$ cat config.mk
export PLATFORM = sky130hd
export DESIGN_NAME = dr_pipe
export DESIGN_NICKNAME = d
export VERILOG_FILES = /design/src/rtl/dr_pipe_pkg.sv /design/src/rtl/dr_xform.sv /design/src/rtl/dr_done.sv /design/src/rtl/dr_stage.sv /design/src/rtl/dr_pipe.sv
export SDC_FILE = /design/constraint.sdc
export NUM_CORES = 1
export LEC_CHECK = 0
export CAP_MARGIN = 30
export CORE_MARGIN = 2
export CORE_UTILIZATION = 30
export CTS_CLUSTER_SIZE = 8
export DETAILED_ROUTE_END_ITERATION = 8
export DONT_BUFFER_PORTS = 1
export HOLD_SLACK_MARGIN = 0.15
export SYNTH_ARGS = -nofsm -noshare
export SYNTH_HDL_FRONTEND = slang
export SYNTH_SLANG_ARGS = --single-unit
export TNS_END_PERCENT = 30
$ cat constraint.sdc
create_clock -name clk -period 1.7 [get_ports clk]
set_input_delay 0.17 -clock clk [delete_from_list [all_inputs] [get_ports clk]]
set_output_delay 0.17 -clock clk [all_outputs]
set_load 0.03 [all_outputs]
$ cat src/rtl/dr_pipe_pkg.sv
package dr_pipe_pkg;

    typedef enum logic [1:0] {
        ST_PRE  = 2'd0,
        ST_WAIT = 2'd1,
        ST_HOLD = 2'd2
    } stage_state_e;

    typedef enum logic {
        DN_LOW  = 1'b0,
        DN_HIGH = 1'b1
    } done_state_e;

    typedef enum logic {
        OP_PASS = 1'b0,
        OP_INC  = 1'b1
    } stage_op_e;

endpackage

$ cat src/rtl/dr_xform.sv
module dr_xform
    import dr_pipe_pkg::*;
#(
    parameter int unsigned W  = 8,
    parameter stage_op_e   OP = OP_PASS
) (
    input  logic [W-1:0] a,
    output logic [W-1:0] y
);

    generate
        if (OP == OP_INC) begin : g_inc
            assign y = a + W'(1);
        end else begin : g_pass
            assign y = a;
        end
    endgenerate

endmodule

$ cat src/rtl/dr_done.sv
module dr_done
    import dr_pipe_pkg::*;
#(
    parameter int unsigned W = 8
) (
    input  logic         clk,
    input  logic         rst,
    input  logic [W-1:0] rail_t,
    input  logic [W-1:0] rail_f,
    output logic         done
);

    logic [W-1:0] bit_seen;
    logic         all_valid;
    logic         all_zero;
    done_state_e  st_q;
    done_state_e  st_d;

    // per-bit OR of the two rails, then C-element style merge
    assign bit_seen  = rail_t | rail_f;
    assign all_valid = &bit_seen;
    assign all_zero  = ~|bit_seen;

    always_comb begin
        st_d = st_q;
        unique case (st_q)
            DN_LOW:  if (all_valid) st_d = DN_HIGH;   // T_RISE
            DN_HIGH: if (all_zero)  st_d = DN_LOW;    // T_FALL
            default: st_d = DN_LOW;
        endcase
    end

    always_ff @(posedge clk) begin
        if (rst) st_q <= DN_LOW;
        else     st_q <= st_d;
    end

    always_comb begin
        done = (st_q == DN_HIGH);
    end

    // done rises only after a complete word, falls only after a full spacer
    a_r5_rise_on_valid: assert property (@(posedge clk) disable iff (rst)
        $rose(done) |-> $past(&(rail_t | rail_f)));
    a_r5_fall_on_spacer: assert property (@(posedge clk) disable iff (rst)
        $fell(done) |-> $past(~|(rail_t | rail_f)));

endmodule

$ cat src/rtl/dr_stage.sv
module dr_stage
    import dr_pipe_pkg::*;
#(
    parameter int unsigned W  = 8,
    parameter stage_op_e   OP = OP_PASS
) (
    input  logic         clk,
    input  logic         rst,
    input  logic         ctl,
    input  logic [W-1:0] in_t,
    input  logic [W-1:0] in_f,
    output logic [W-1:0] out_t,
    output logic [W-1:0] out_f
);

    stage_state_e st_q;
    stage_state_e st_d;
    logic [W-1:0] word_q;
    logic [W-1:0] word_fx;
    logic         in_complete;
    logic         capture;

    assign in_complete = &(in_t ^ in_f);

    dr_xform #(.W(W), .OP(OP)) u_fx (
        .a (in_t),
        .y (word_fx)
    );

    always_comb begin
        st_d = st_q;
        unique case (st_q)
            ST_PRE, ST_WAIT: begin
                if (ctl)              st_d = ST_PRE;    // T_PRECHARGE
                else if (in_complete) st_d = ST_HOLD;   // T_CAPTURE
                else                  st_d = ST_WAIT;   // T_ARM
            end
            ST_HOLD: begin
                if (ctl) st_d = ST_PRE;                 // T_PRECHARGE
                else     st_d = ST_HOLD;                // T_KEEP
            end
            default: st_d = ST_PRE;
        endcase
    end

    assign capture = (st_q != ST_HOLD) && (st_d == ST_HOLD);

    always_ff @(posedge clk) begin
        if (rst) begin
            st_q   <= ST_PRE;
            word_q <= '0;
        end else begin
            st_q <= st_d;
            if (capture) word_q <= word_fx;
        end
    end

    always_comb begin
        if (st_q == ST_HOLD) begin
            out_t = word_q;
            out_f = ~word_q;
        end else begin
            out_t = '0;
            out_f = '0;
        end
    end

    // precharge control seen high forces spacer on the next step
    a_r6_precharge: assert property (@(posedge clk) disable iff (rst)
        $past(ctl) |-> (~|(out_t | out_f)));
    // a held token stays stable
    a_r6_hold_stable: assert property (@(posedge clk) disable iff (rst)
        ((&(out_t ^ out_f)) && $past(&(out_t ^ out_f))) |-> ($stable(out_t) && $stable(out_f)));
    // incomplete input keeps a spacer stage at spacer
    a_r3_no_early_eval: assert property (@(posedge clk) disable iff (rst)
        ($past(~|(out_t | out_f)) && !$past(&(in_t ^ in_f))) |-> (~|(out_t | out_f)));
    // a new token appears only after evaluate control and a complete input
    a_r7_capture_rule: assert property (@(posedge clk) disable iff (rst)
        $rose(&(out_t ^ out_f)) |-> ($past(!ctl) && $past(&(in_t ^ in_f))));

endmodule

$ cat src/rtl/dr_pipe.sv
module dr_pipe
    import dr_pipe_pkg::*;
#(
    parameter int unsigned      NS       = 4,
    parameter int unsigned      W        = 8,
    parameter logic [NS-1:0]    INC_MASK = NS'(5)
) (
    input  logic         clk,
    input  logic         rst,
    input  logic [W-1:0] in_tru,
    input  logic [W-1:0] in_fal,
    output logic         in_done,
    output logic [W-1:0] out_tru,
    output logic [W-1:0] out_fal,
    input  logic         out_ack
);

    localparam int unsigned NRAIL = NS + 1;

    logic [W-1:0] rt [NRAIL];
    logic [W-1:0] rf [NRAIL];
    logic [NS-1:0] done;
    logic [NS-1:0] ctl;

    assign rt[0]   = in_tru;
    assign rf[0]   = in_fal;
    assign out_tru = rt[NS];
    assign out_fal = rf[NS];
    assign in_done = done[0];

    generate
        for (genvar k = 0; k < NS; k++) begin : g_stage
            localparam stage_op_e OPK = INC_MASK[k] ? OP_INC : OP_PASS;

            if (k == NS - 1) begin : g_last
                assign ctl[k] = out_ack;
            end else begin : g_mid
                assign ctl[k] = done[k+1];
            end

            dr_stage #(.W(W), .OP(OPK)) u_stage (
                .clk   (clk),
                .rst   (rst),
                .ctl   (ctl[k]),
                .in_t  (rt[k]),
                .in_f  (rf[k]),
                .out_t (rt[k+1]),
                .out_f (rf[k+1])
            );

            dr_done #(.W(W)) u_done (
                .clk    (clk),
                .rst    (rst),
                .rail_t (rt[k+1]),
                .rail_f (rf[k+1]),
                .done   (done[k])
            );

            // two adjacent valid stages carry one and the same token
            if (k < NS - 1) begin : g_adj
                logic [W-1:0] nxt_of_k;
                assign nxt_of_k = INC_MASK[k+1] ? (rt[k+1] + W'(1)) : rt[k+1];
                a_r8_adjacent_same: assert property (@(posedge clk) disable iff (rst)
                    ((&(rt[k+1] ^ rf[k+1])) && (&(rt[k+2] ^ rf[k+2])))
                        |-> (rt[k+2] == nxt_of_k));
            end
        end
    endgenerate

    // environment never drives both rails of one bit high
    a_r1_input_legal: assert property (@(posedge clk) disable iff (rst)
        ~|(in_tru & in_fal));
    // output rails are either a spacer or a complete complementary word
    a_r1_output_form: assert property (@(posedge clk) disable iff (rst)
        (~|(out_tru | out_fal)) || (out_fal == ~out_tru));

endmodule

==> reports/results.txt <==
maximum operating frequency: 0.648 GHz
count of final max-slew check failures: 0
post-DR vias/cell: 4.69
H-tree Lvls: 2
simple-gate share of the synthesized area: 28.8%
Post-DP Area: 2130 µm²
post-synthesis adder-cell area fraction: 1.27%
Rows: 29
power density relative to cell area: 775 nW/µm²
share of final-layout standard cells stronger than drive strength 1: 10.6%
area used by multi-input combinational logic: 1050 µm²
number of synthesis warnings: 0
number of hold buffers added after CTS: 9
final instance count without filler cells: 331
final count of negative-setup-slack endpoints: 0
clk_lat worst skew: 0.29 ns
category of the worst setup path capture point: output port
unrepaired setup endpoints after global routing: false
Worst-Margin Slew: 0.487 ns
first-pass GRT wire length: 6370 µm
Inserted Diodes: 0
detailed-route wire length: 3620 µm
setup tns final: 0 ns
antenna violations before repair: 0
port bufs: 0
fraction of the core area covered by cells at the end of the flow: 36.6%
fin worst setup slack: 0.156 ns
CTS tree: built
sequential fraction of the synthesis area: 44.7%
synthesized instance count: 233
Post-Synthesis Cell Area: 1970 µm²
vias post-DR: 1553
synthesized area per cell: 8.46 µm²
Unique masters post-synth: 31
maximum number of pins on one net before global-route repair: 45
largest family of logic cells by synthesized area: simple AND/OR/NAND/NOR gates
Crit path arrival time: 1.37 ns
final cell area excluding filler cells: 2320 µm²
Initial DRT Pass Iterations: 4
initial standard-cell utilization of the core: 31.0%
post-CTS setup buffers: 0
area taken by flip-flops and latches: 881 µm²
1st-iter DRT viols: 45
library cell used as clock root buffer: sky130_fd_sc_hd__clkbuf_8
shortest clock period the worst path allows after layout: 1.54 ns
number of global-route vias before repair: 1500
share of async-settable or async-resettable flops after synthesis: 0%
element type at the critical path start: register
height of the die: 85.1 µm
fraction of the cycle the final worst path needs: 90.8%
ANT nets after route: 0
fraction of synthesized area in multiplexers: 1.52%
clock-pin slew of the registers on the worst-case setup and hold paths: 0.07 ns
GRT Residual Overflow: 0
number of primary I/O pins: 36
category of the critical setup timing path: reg -> out
largest buffer count on any clock path: 2
Die Span X: 85.1 µm
most common flop cell mapped by yosys: sky130_fd_sc_hd__dfxtp_1
TritonCTS buffer count: 5
DRC errors left: 0
post-synthesis compound-gate area fraction: 13.7%
post-synthesis to final-layout area growth: 17.9%
Setup Skew: 0.00726 ns
data required time of the critical path: 1.53 ns
number of sinks on the clock net: 44
maxcap violations: 0
xor-xnor portion of the synthesized cell area: 8.00%
static power due to leakage: 0.780 nW
flops & latches, synth: 44
die footprint: 7230 µm²
number of endpoints with negative hold slack in the final report: 0
area of the placeable core: 6350 µm²
smallest hold slack: 0.176 ns
Filler cells: 646
total chip power: 1.80 mW
outcome: completed
hold crit path type: in -> reg
Cell Count Post-Placement: 314
worst slack at placement: 0.177 ns
net total in the final layout: 274
total global-route track usage: 10.7%
total of cells resized after clock tree synthesis: 0
WL/cell: 10.9 µm
relative max-transition margin: 67.4%
final weighted congestion of routability-driven global placement: 0.755
HPWL after detailed placement: 2590 µm
highest-count cells in the layout ignoring fill and taps: sky130_fd_sc_hd__dfxtp_1 (44), sky130_fd_sc_hd__nand2_1 (40), sky130_fd_sc_hd__nor2_1 (28)
Max rail drop VDD: 0.000350 V
number of flops mapped to enable cells by yosys: 0
synthesized netlist net count: 254
worst-path fanout max: 8
commonest non-fill, non-tap cell in the layout: sky130_fd_sc_hd__dfxtp_1
## cells by family (layout without fill, tap and decap cells)
family                   after synthesis  in the layout
buffers and inverters                 10             31
AND/OR/NAND/NOR                      113            113
flip-flops                            44             44
adder cells (fa/ha/maj)                2              2
XOR/XNOR                              18             18
AO/OA/AOI/OAI                         43             43
multiplexers                           3              3
## metal layers
metal,track usage (%),share of wire [%],vias up
met4,4.33,0.58,0
met2,17.6,45,41
li1,-,-,841
met5,0,0,-
met3,2.92,5.3,2
met1,13.1,49,669
## critical path: stages, from the launching register on
cell	delay [ns]
sky130_fd_sc_hd__dfxtp_1	0.38
sky130_fd_sc_hd__nor2b_1	0.35
sky130_fd_sc_hd__and2_1	0.37
## path summary, 6_finish.rpt
check                                             from                                        end  slack (ns)  cells after the start
max reg2reg      g_stage[1].u_stage.st_q[1]$_SDFF_PP0_  g_stage[2].u_stage.word_q[6]$_SDFFE_PP0P_        0.18                      7
min                                                rst  g_stage[3].u_stage.word_q[7]$_SDFFE_PP0P_        0.18                      2
min reg2reg  g_stage[2].u_stage.word_q[2]$_SDFFE_PP0P_  g_stage[3].u_stage.word_q[2]$_SDFFE_PP0P_        0.46                      2
max              g_stage[3].u_stage.st_q[1]$_SDFF_PP0_                                 out_tru[0]        0.16                      2
## power by group
group,switching [mW],internal [mW],total (mW)
clock,0.317,0.331,0.648
sequential,0.00291,1.04,1.04
combinational,0.0576,0.0546,0.112
total,0.377,1.42,1.80
## final cells by class
cell class | instances | area share [%]
Clock buffer | 8 | 3.88
Multi-Input combinational cell | 179 | 45.2
Sequential cell | 44 | 37.9
Tap cell | 77 | 4.15
Timing Repair Buffer | 23 | 8.83
## sequential cells by signal (all words and copies together), names as in the netlist
register / flops
g_stage.u_stage.word_q: 32
g_stage.u_done.done: 4
g_stage.u_stage.st_q: 8
## synth_stat cells, drive strengths merged, types with 4 or more instances
cell    count  area, µm²
a21oi      18       90.1
xor2        4       35.0
nor3        8       51.3
dfxtp      44        881
nand3       6       30.0
clkbuf      9       33.8
xnor2      14        123
and2       10       62.6
a211oi     11       82.6
nor4        5       52.6
nand2b      5       31.3
nor2       28        105
a31oi       7       43.8
nand2      40        150
No activity file was read; power rests on OpenSTA's default activity.
